<file path="src/rtl/escWdogPkg.sv">
package escWdogPkg;
  // Period field width; the timebase width follows from it.
  localparam int PER_W  = 6;
  localparam int TB_W   = 1 << PER_W;
  localparam int DATA_W = 32;
  localparam int RC_W   = 2;

  // Control register field positions.
  localparam int CTL_PLO_HI = 31;
  localparam int CTL_PLO_LO = 30;
  localparam int CTL_PHI_HI = 20;
  localparam int CTL_PHI_LO = 17;
  localparam int CTL_RC_HI  = 29;
  localparam int CTL_RC_LO  = 28;
  localparam int CTL_IE     = 26;

  // Status register field positions.
  localparam int ST_ENW   = 31;
  localparam int ST_WIS   = 30;
  localparam int ST_RS_HI = 29;
  localparam int ST_RS_LO = 28;

  typedef struct packed {
    logic setEnw;
    logic setWis;
    logic fireRst;
  } wdStrobe_t;
endpackage

</file>
<file path="src/rtl/escWdogRegs.sv">
module escWdogRegs
  import escWdogPkg::*;
(
  input  logic              clk,
  input  logic              porN,
  input  logic              sysRstN,
  input  logic              tbTick,
  input  logic              regWe,
  input  logic              regAddr,
  input  logic [DATA_W-1:0] regWrData,
  output logic [DATA_W-1:0] regRdData,
  input  wdStrobe_t         strobe,
  output logic              watchBit,
  output logic              periodMoved,
  output logic              enwLive,
  output logic              wisLive,
  output logic              ctlWie,
  output logic [RC_W-1:0]   ctlWrc,
  output logic              statEnw,
  output logic              statWis,
  output logic [RC_W-1:0]   statWrs
);
  logic            ctlRstN;
  logic [TB_W-1:0] tbCnt;
  logic [PER_W-1:0] perQ;
  logic [PER_W-1:0] newPer;
  logic [PER_W-1:0] watchIdx;
  logic            wieQ;
  logic [RC_W-1:0] wrcQ;
  logic            enwQ;
  logic            wisQ;
  logic [RC_W-1:0] wrsQ;
  logic            wrCtl;
  logic            wrStat;
  logic            unusedWrBits;

  assign ctlRstN = porN & sysRstN;
  assign wrCtl   = regWe & ~regAddr;
  assign wrStat  = regWe & regAddr;

  // The period is scattered over two control fields.
  assign newPer = {regWrData[CTL_PHI_HI:CTL_PHI_LO], regWrData[CTL_PLO_HI:CTL_PLO_LO]};

  // Bit (TB_W-1 - period); with TB_W a power of two this is the inverted period.
  assign watchIdx    = ~perQ;
  assign watchBit    = tbCnt[watchIdx];
  assign periodMoved = wrCtl && (newPer != perQ);

  // Status flags after this cycle's write-one-to-clear.
  assign enwLive = enwQ & ~(wrStat & regWrData[ST_ENW]);
  assign wisLive = wisQ & ~(wrStat & regWrData[ST_WIS]);

  assign unusedWrBits = ^{regWrData[27], regWrData[25:21], regWrData[16:0]};

  // Free-running timebase, cleared only at power-on.
  always_ff @(posedge clk or negedge porN) begin
    if (!porN) tbCnt <= '0;
    else if (tbTick) tbCnt <= tbCnt + 1'b1;
  end

  // Control register.
  always_ff @(posedge clk or negedge ctlRstN) begin
    if (!ctlRstN) begin
      perQ <= '0;
      wieQ <= 1'b0;
      wrcQ <= '0;
    end else if (wrCtl) begin
      perQ <= newPer;
      wieQ <= regWrData[CTL_IE];
      if (wrcQ == '0) wrcQ <= regWrData[CTL_RC_HI:CTL_RC_LO];
    end
  end

  // Escalation flags.
  always_ff @(posedge clk or negedge ctlRstN) begin
    if (!ctlRstN) begin
      enwQ <= 1'b0;
      wisQ <= 1'b0;
    end else begin
      enwQ <= enwLive | strobe.setEnw;
      wisQ <= wisLive | strobe.setWis;
    end
  end

  // Reset cause survives the system reset.
  always_ff @(posedge clk or negedge porN) begin
    if (!porN) wrsQ <= '0;
    else if (strobe.fireRst) wrsQ <= wrcQ;
    else if (wrStat) wrsQ <= wrsQ & ~regWrData[ST_RS_HI:ST_RS_LO];
  end

  always_comb begin
    regRdData = '0;
    if (!regAddr) begin
      regRdData[CTL_PLO_HI:CTL_PLO_LO] = perQ[1:0];
      regRdData[CTL_PHI_HI:CTL_PHI_LO] = perQ[PER_W-1:2];
      regRdData[CTL_RC_HI:CTL_RC_LO]   = wrcQ;
      regRdData[CTL_IE]                = wieQ;
    end else begin
      regRdData[ST_ENW]            = enwQ;
      regRdData[ST_WIS]            = wisQ;
      regRdData[ST_RS_HI:ST_RS_LO] = wrsQ;
    end
  end

  assign ctlWie  = wieQ;
  assign ctlWrc  = wrcQ;
  assign statEnw = enwQ;
  assign statWis = wisQ;
  assign statWrs = wrsQ;
endmodule

</file>
<file path="src/rtl/escWdogCtrl.sv">
module escWdogCtrl
  import escWdogPkg::*;
(
  input  logic            clk,
  input  logic            porN,
  input  logic            sysRstN,
  input  logic            watchBit,
  input  logic            periodMoved,
  input  logic            enwLive,
  input  logic            wisLive,
  input  logic [RC_W-1:0] ctlWrc,
  output wdStrobe_t       strobe,
  output logic            rstReqOut
);
  logic ctlRstN;
  logic prevQ;
  logic skipQ;
  logic rstQ;
  logic expiry;

  assign ctlRstN = porN & sysRstN;

  // Edge detector; the cycle after a period switch compares unrelated bits, so skip it.
  always_ff @(posedge clk or negedge ctlRstN) begin
    if (!ctlRstN) begin
      prevQ <= 1'b0;
      skipQ <= 1'b1;
    end else begin
      prevQ <= watchBit;
      skipQ <= periodMoved;
    end
  end

  assign expiry = watchBit & ~prevQ & ~skipQ;

  always_comb begin
    strobe.setEnw  = expiry & ~enwLive;
    strobe.setWis  = expiry & enwLive & ~wisLive;
    strobe.fireRst = expiry & enwLive & wisLive & (ctlWrc != '0);
  end

  always_ff @(posedge clk or negedge ctlRstN) begin
    if (!ctlRstN) rstQ <= 1'b0;
    else rstQ <= strobe.fireRst;
  end

  assign rstReqOut = rstQ;
endmodule

</file>
<file path="src/rtl/escWdog.sv">
module escWdog
  import escWdogPkg::*;
(
  input  logic              clk,
  input  logic              porN,
  input  logic              sysRstN,
  input  logic              tbTick,
  input  logic              regWe,
  input  logic              regAddr,
  input  logic [DATA_W-1:0] regWrData,
  output logic [DATA_W-1:0] regRdData,
  output logic              irqOut,
  output logic              rstReqOut
);
  wdStrobe_t       strobe;
  logic            watchBit;
  logic            periodMoved;
  logic            enwLive;
  logic            wisLive;
  logic            ctlWie;
  logic [RC_W-1:0] ctlWrc;
  logic            statEnw;
  logic            statWis;
  logic [RC_W-1:0] statWrs;

  escWdogRegs uRegs (
    .clk(clk), .porN(porN), .sysRstN(sysRstN), .tbTick(tbTick),
    .regWe(regWe), .regAddr(regAddr), .regWrData(regWrData), .regRdData(regRdData),
    .strobe(strobe), .watchBit(watchBit), .periodMoved(periodMoved),
    .enwLive(enwLive), .wisLive(wisLive), .ctlWie(ctlWie), .ctlWrc(ctlWrc),
    .statEnw(statEnw), .statWis(statWis), .statWrs(statWrs)
  );

  escWdogCtrl uCtrl (
    .clk(clk), .porN(porN), .sysRstN(sysRstN), .watchBit(watchBit),
    .periodMoved(periodMoved), .enwLive(enwLive), .wisLive(wisLive),
    .ctlWrc(ctlWrc), .strobe(strobe), .rstReqOut(rstReqOut)
  );

  assign irqOut = statWis & ctlWie;
endmodule

</file>
<file path="config.mk">
export PLATFORM = sky130hd
export DESIGN_NAME = escWdog
export DESIGN_NICKNAME = d
export VERILOG_FILES = /design/src/rtl/escWdogPkg.sv /design/src/rtl/escWdogRegs.sv /design/src/rtl/escWdogCtrl.sv /design/src/rtl/escWdog.sv
export SDC_FILE = /design/constraint.sdc
export NUM_CORES = 1
export LEC_CHECK = 0
export BUFFER_PORTS_ARGS = -buffer_cell sky130_fd_sc_hd__clkbuf_2
export CAP_MARGIN = 20
export CORE_ASPECT_RATIO = 0.6
export CORE_MARGIN = 10
export CORE_UTILIZATION = 50
export CTS_BUF_LIST = sky130_fd_sc_hd__clkbuf_8
export DETAILED_ROUTE_END_ITERATION = 8
export PLACE_DENSITY_LB_ADDON = 0.1
export SLEW_MARGIN = 25
export SYNTH_ARGS = -nofsm -noshare
export SYNTH_HDL_FRONTEND = slang
export SYNTH_SLANG_ARGS = --single-unit
export TNS_END_PERCENT = 5
</file>
<file path="constraint.sdc">
create_clock -name clk -period 4.35 [get_ports clk]
set_input_delay 0.435 -clock clk [delete_from_list [all_inputs] [get_ports clk]]
set_output_delay 0.435 -clock clk [all_outputs]
set_load 0.03 [all_outputs]
</file>
==> reports/metrics.yaml, run 1 <==
outcome: "finished, final reports clean"
final_cell_mix: "dfrtp_1, xnor2_1, nand2_1, nand3_1, clkbuf_2"
slowest_delay_ns: 0.66
grt_max_degree: 67
wl_per_cell_um: 16.15
worst_pin_slew_ns: 0.9096
reg2reg_depth: 7
io_pins: 72
r2r-end: "uRegs.statWrs[0]"
antenna_found_initial: 0
fin_nets: 453
drtAntennaViolNets: 0
die_width_um: 141.0
rows: 26
setup_ws_ns: 1.732
hold_path.class: "in2async"
synthDistinctLibCells: 43
place_ws_ns: 1.728
vdd_ir_drop_max_mv: 0.2194
synth-edff-count: 0
slew_viol_final: 0
maxSlewHeadroom_pct: 39.24
core_area_um2: 8523
yosys_most_used_dff: "dfrtp_1"
via_per_inst: 5.245
cts_tree: "yes"
period_needed_ns: 2.618
power_density_nw_per_um2: 382.7
yosysTopAreaCell: "dfrtp_1"
clk_latency_ns: 0.34
arrival_ns: 2.88
finClkSkew_ns: 0.01216
endpoint_kind: "flop"
cts_sinks: 80
clockBufferDepth: 2
setup_violations: 0
grt-ovfl-total: 0
post-cts-setup-buffers: 0
synth_area_leaders: "dfrtp_1, xnor2_1, mux4_2"
hold_buffers: 0
fin_crit_sh_pct: 60.17
critical_path_class: "reg2reg"
cp_common_cell: "o22ai_1"
antenna_cells: 0
grt_pass1_vias: 2858
place_congestion: 0.7871
io_buffer_count: 25
h-tree-depth: 3
max_freq_mhz: 382.0
syn_inst: 386
dp_hpwl_um: 6188
ys_seq_area_share_pct: 45.57
die_area_um2: 13060
yosysTopAreaCellShare_pct: 44.98
fin_setup_tns_ns: 0
cap_violations: 0
placement.cell_area_um2: 4524
root_buffer: "clkbuf_8"
fin_area_um2: 4740
ff2ff_setup_slack_ns: 1.73
ys_warn_count: 0
layout_commonest_cell: "dfrtp_1"
cts_resized: 0
ys_ff_latch: 80
synthToLayoutAreaGrowth_pct: 7.828
hold_viol: 0
cts_buffers: 9
clk_pin_slew_worst_paths_ns: 0.08
cpMaxStageDelayCell: "dfrtp_1"
timing.rr.start: "uRegs.perQ[0]"
drive_gt1_share_pct: 20.29
synthArstFlopShare_pct: 100.0
grt_setup_unrepaired: "no"
worstPathMaxFanout: 11
drt_pre_antenna_iters: 4
fin_hold_ws_ns: 0.2069
leakagePower_nw: 2.127
remaining_drc_errors: 0
grt_pass1_wl_um: 14730
die_y_um: 92.63
drt_iter0_drc: 194
start_util_pct: 51.57
crit_chain: "buf_4, mux4_2, mux2_2, o22ai_1, o22ai_1, nand3b_1, mux2i_1"
cp.required_ns: 4.62
track_usage_pct: 13.72
startpoint_type: "flop"
synth_area_per_cell_um2: 11.39
synth_area_um2: 4395
wirelength_um: 8577
vias: 2785
==> report_power, final <==
group / leakage, nW / switching [mW] / internal [mW] / total, mW
registers: 1.06 / 0.0758 / 0.809 / 0.885
logic: 0.949 / 0.193 / 0.146 / 0.339
clock network: 0.119 / 0.257 / 0.333 / 0.590
total: 2.13 / 0.525 / 1.29 / 1.81
==> cell families (layout without fill, tap and decap cells) <==
group                      Yosys count  count (layout)  synth area share (%)
AOI/OAI and AO/OA                   15              15                 2.420
DFF                                 80              80                 45.57
adders and majority gates            1               1                0.2846
xor gates and xnor gates            69              69                 13.75
muxes                               34              34                 12.33
and+or+nand+nor                    141             141                 19.04
buffers and inverters               45              56                 6.518
other                                1              23               0.08532
==> final cells by class <==
type                       instances  area [µm²]
inverter                          12       45.04
sequential                        80        2003
tap                              112       140.1
timing repair buffer              28       147.6
clock buffer                      10       137.6
clock inverter                     6       77.57
multi-input combinational        283        2188
fill                             777        3784
==> synth_stat cells, types with 4 or more instances <==
cell type,number
buf_4,27
mux4_2,15
o21ai_0,6
inv_1,12
and4_1,7
and2_1,4
xor2_1,18
nand3_1,26
nor2_1,20
nor3_1,6
nand4_1,12
mux2_2,11
mux2i_1,8
xnor2_1,51
nand2_1,36
dfrtp_1,79
nor2b_1,6
==> worst max path at each step <==
stage,start,end,slack [ns],cells past startpoint
final,uRegs.perQ[0],uRegs.statWrs[0],1.73,7
after global routing,uRegs.perQ[1],uRegs.statWrs[0],1.49,7
after CTS,uRegs.perQ[1],uRegs.statWrs[0],1.70,7
after detailed placement,uRegs.perQ[1],uRegs.statWrs[0],1.73,7
after global placement,uRegs.perQ[1],uRegs.statWrs[0],1.71,7
after floorplan,uRegs.perQ[1],uRegs.statWrs[0],2.32,7
==> per-layer routing <==
| metal | vias up | part of all wire, % | track usage [%] |
|---|---|---|---|
| li1 | 1352 | - | - |
| met1 | 1367 | 52 | 19.91 |
| met2 | 60 | 42 | 19.57 |
| met3 | 6 | 5.4 | 4.284 |
| met4 | 0 | 0.59 | 2.825 |
| met5 | - | 0 | 0 |
==> critical path: cells and delay by family, from the launching register on <==
family / cells / cell delay [ns]
AO/OA/AOI/OAI: 2 / 0.33
buffers and inverters: 1 / 0.32
flip-flops: 1 / 0.66
multiplexers: 3 / 1.02
AND/OR/NAND/NOR: 1 / 0.21
==> flip-flops by register name (all words and copies together), names as in the netlist <==
| name | cells |
|---|---|
| uRegs.ctlWrc | 2 |
| uRegs.statEnw | 1 |
| uRegs.perQ | 6 |
| uRegs.tbCnt | 64 |
| uRegs.ctlWie | 1 |
| uRegs.statWis | 1 |
| uCtrl.prevQ | 1 |
| uCtrl.skipQ | 1 |
| uRegs.statWrs | 2 |
| uCtrl.rstReqOut | 1 |
==> through the flow <==
step	instances	utilization, %	power (mW)
floorplan	408	-	1.162
global placement	515	53.08	1.236
detailed placement	515	53.08	1.241
CTS	531	55.61	1.837
global route	531	55.61	1.913
finish	531	55.61	1.814
(Power assumes the default switching activity.)
==> inputs of run 2 (changes only) <==
--- a/config.mk
+++ b/config.mk
@@ -5,6 +5,7 @@
 export SDC_FILE = /design/constraint.sdc
 export NUM_CORES = 1
 export LEC_CHECK = 0
+export ABC_AREA = 1
 export BUFFER_PORTS_ARGS = -buffer_cell sky130_fd_sc_hd__clkbuf_2
 export CAP_MARGIN = 20
 export CORE_ASPECT_RATIO = 0.6
==> constraint.sdc (replaced) <==
create_clock -name clk -period 2.4 [get_ports clk]
set_input_delay 0.24 -clock clk [delete_from_list [all_inputs] [get_ports clk]]
set_output_delay 0.24 -clock clk [all_outputs]
set_load 0.03 [all_outputs]
==> run 2 against run 1 <==
Synthesized cell count is 110% higher; clock power increased by 80%; non-clock buffer count is 28 higher; wire length is 110% higher; via count grew 100%; register-to-register slack worse by 1.6 ns; setup slack lost 1.6 ns; combinational power rose to 3.5 times the previous value; sequential power up 100%; fmax rose by 17%; cell area is 32% higher; largest power group unchanged.
==> reports/metrics.yaml, run 2 <==
yosysTopAreaCellShare_pct: 34.78  # -10 points
drive_gt1_share_pct: 11.05  # -9.2 points
synthDistinctLibCells: 38  # -12%
drt_pre_antenna_iters: 6  # +2
rows: 30  # +15%
die_y_um: 102.6  # +11%
clockBufferDepth: 2  # unchanged
finClkSkew_ns: 0.01061  # -0.001550 ns
grt_pass1_vias: 5265  # +84%
cp.required_ns: 2.65  # -1.97 ns
cts_sinks: 80  # unchanged
root_buffer: "clkbuf_8"
power_density_nw_per_um2: 642.3  # +68%
dp_hpwl_um: 14560  # +140%
outcome: "finished, final reports clean"
ys_top_cells_by_count: "nand2_1, inv_1, nand3_1, dfrtp_1, nor2_1"
clk_pin_slew_worst_paths_ns: 0.08  # about the same
place_congestion: 0.9555  # +21%
hold_viol: 0  # unchanged
layout_commonest_cell: "nand2_1"
setup_ws_ns: 0.1657  # -1.567 ns
clk_latency_ns: 0.37  # +0.03 ns
fin_crit_sh_pct: 93.10  # +33 points
synth.most_common_cell: "nand2_1"
dp.cells: 994  # +93%
start_util_pct: 50.82  # -0.75 points
ys_warn_count: 0  # unchanged
die_width_um: 157.7  # +12%
grt_max_degree: 36  # -46%
met2_usage_pct: 31.58  # +12 points
io_buffer_count: 25  # unchanged
largest_register_ffs: 64  # unchanged
antenna_found_initial: 0  # unchanged
arrival_ns: 2.49  # -0.39 ns
drtAntennaViolNets: 0  # unchanged
io_pins: 72  # unchanged
track_usage_pct: 23.16  # +9.4 points
max_freq_mhz: 447.6  # +17%
slew_viol_final: 0  # unchanged
leakagePower_nw: 2.904  # +37%
synth_area_um2: 5684  # +29%
core_area_um2: 11190  # +31%
antenna_cells: 0  # unchanged
use_met1_pct: 36.19  # +16 points
final_cell_mix: "nand2_1, inv_1, nand3_1, nor2_1, dfrtp_1"
hold_path.class: "in2async"
yosysTopAreaCell: "dfrtp_1"
ys_ff_latch: 80  # unchanged
wirelength_um: 18310  # +110%
yosys_most_used_dff: "dfrtp_1"
startpoint_type: "flop"
place_ws_ns: 0.1952  # -1.533 ns
synth_area_per_cell_um2: 6.924  # -39%
grt_pass1_wl_um: 28820  # +96%
cap_violations: 0  # unchanged
vias: 5601  # +100%
drt_iter0_drc: 714  # +270%
fin_setup_tns_ns: 0  # unchanged
n_fill_cell: 1128  # +45%
setup_violations: 0  # unchanged
top_register: "uRegs.tbCnt"
synth_area_leaders: "dfrtp_1, nand2_1, xor2_1"
maxSlewHeadroom_pct: 58.22  # +19 points
final_cells: 1013  # +91%
die_area_um2: 16170  # +24%
critical_path_class: "reg2reg"
total_power_mw: 4.018  # +120%
fin_hold_ws_ns: 0.02583  # -0.1811 ns
ys_seq_area_share_pct: 35.24  # -10 points
cts_buffers: 9  # unchanged
worst_pin_slew_ns: 0.6261  # -0.2835 ns
remaining_drc_errors: 0  # unchanged
synthToLayoutAreaGrowth_pct: 10.04
largestRegisters: "uRegs.tbCnt x64, uRegs.perQ x6"
via_per_inst: 5.529  # +5.4%
grt.busiest_layer: "met1"
worstPathMaxFanout: 4  # -7
h-tree-depth: 3  # unchanged
wl_per_cell_um: 18.07  # +12%
vdd_ir_drop_max_mv: 0.3190  # +45%
cts_tree: "yes"
fin_nets: 903  # +99%
endpoint_kind: "flop"
synth-edff-count: 0  # unchanged
synthArstFlopShare_pct: 100.0  # unchanged
syn_inst: 821  # +110%
period_needed_ns: 2.234  # -0.3832 ns
grt-ovfl-total: 0  # unchanged
cts_resized: 0  # unchanged
use_met3_pct: 4.875  # +0.59 points
[run 2: changes by cell type after synthesis, sizes merged, moves of 8 or more]
| cell | delta |
|---|---|
| inv | +85 |
| nor3 | +29 |
| and4 | -9 |
| nand3 | +57 |
| mux2 | -11 |
| nor2 | +63 |
| o21ai | +39 |
| xor2 | +30 |
| xnor2 | -38 |
| clkbuf | +8 |
| mux2i | -8 |
| mux4 | -15 |
| nand2 | +201 |
[run 2: final cells by class]
type / count / area, µm² / area share, %
clock buffers: 11 / 151.4 / 2.420
multi-input cells: 619 / 3123 / 49.93
well taps: 144 / 180.2 / 2.881
flip-flops and latches: 80 / 2003 / 32.03
repair buffers: 56 / 372.9 / 5.961
clock inverters: 5 / 56.30 / 0.9002
inverters: 98 / 367.9 / 5.881
[run 2: what timing repair did]
item | 4_1_cts | 5_1_grt
endpoints found under the setup margin | 0 | 1
setup buffers | 0 | 2
hold endpoints to repair | 13 | 0
hold buffers | 1 | 0
[run 2: cells by family after synthesis]
group	Yosys count	synth area share, %
compound gates	56	5.305
xor+xnor	61	9.531
fa+ha+maj	1	0.2201
buf+inv	144	11.27
flops	80	35.24
other cells	1	0.06597
simple gates	478	38.37
[run 2: worst paths after layout]
| check | from | to | slack, ns | cells past startpoint |
|---|---|---|---|---|
| max reg2reg | uRegs.tbCnt[1] | uRegs.tbCnt[34] | 0.17 | 13 |
| min | porN | uRegs.tbCnt[30] | 0.03 | 2 |
| max in group asynchronous | sysRstN | uRegs.ctlWrc[0] | 1.48 | 4 |
| min reg2reg | uRegs.ctlWrc[0] | uRegs.ctlWrc[1] | 0.50 | 1 |
| min in group clk | regWrData[26] | uRegs.ctlWie | 0.11 | 3 |
| max | uRegs.tbCnt[1] | uRegs.tbCnt[34] | 0.17 | 13 |
[run 2: critical path, stage by stage, from the launching register on]
cell and delay (ns):
dfrtp_1 0.40, ha_1 0.25, nand3_2 0.15, nor3_4 0.25, nand2_2 0.11, nor2_4 0.12
nand2_2 0.09, nor2_4 0.12, nand2_2 0.08, nor2_2 0.10, nand2_2 0.12, nor2_4 0.13
nand2_2 0.06, xor2_1 0.14
[run 2: through the flow]
| stage | area [µm²] | util (%) |
|---|---|---|
| 2_1_floorplan | 5767 | - |
| 3_3_place_gp | 6022 | 53.84 |
| 3_5_place_dp | 6022 | 53.84 |
| 4_1_cts | 6240 | 55.78 |
| 5_1_grt | 6255 | 55.92 |
| 6_report | 6255 | 55.92 |
[run 2: report_power, final]
group | internal [mW] | leakage, nW | switching (mW)
clock | 0.534 | 0.0990 | 0.524
combinational | 0.375 | 1.80 | 0.806
sequential | 1.54 | 1.00 | 0.235
total | 2.45 | 2.90 | 1.56
[run 2: layer usage]
layer / wire length, µm / part of all wire, %
met5: 0 / 0
met4: 178 / 0.97
met3: 1972 / 11
met1: 9087 / 50
met2: 7069 / 39
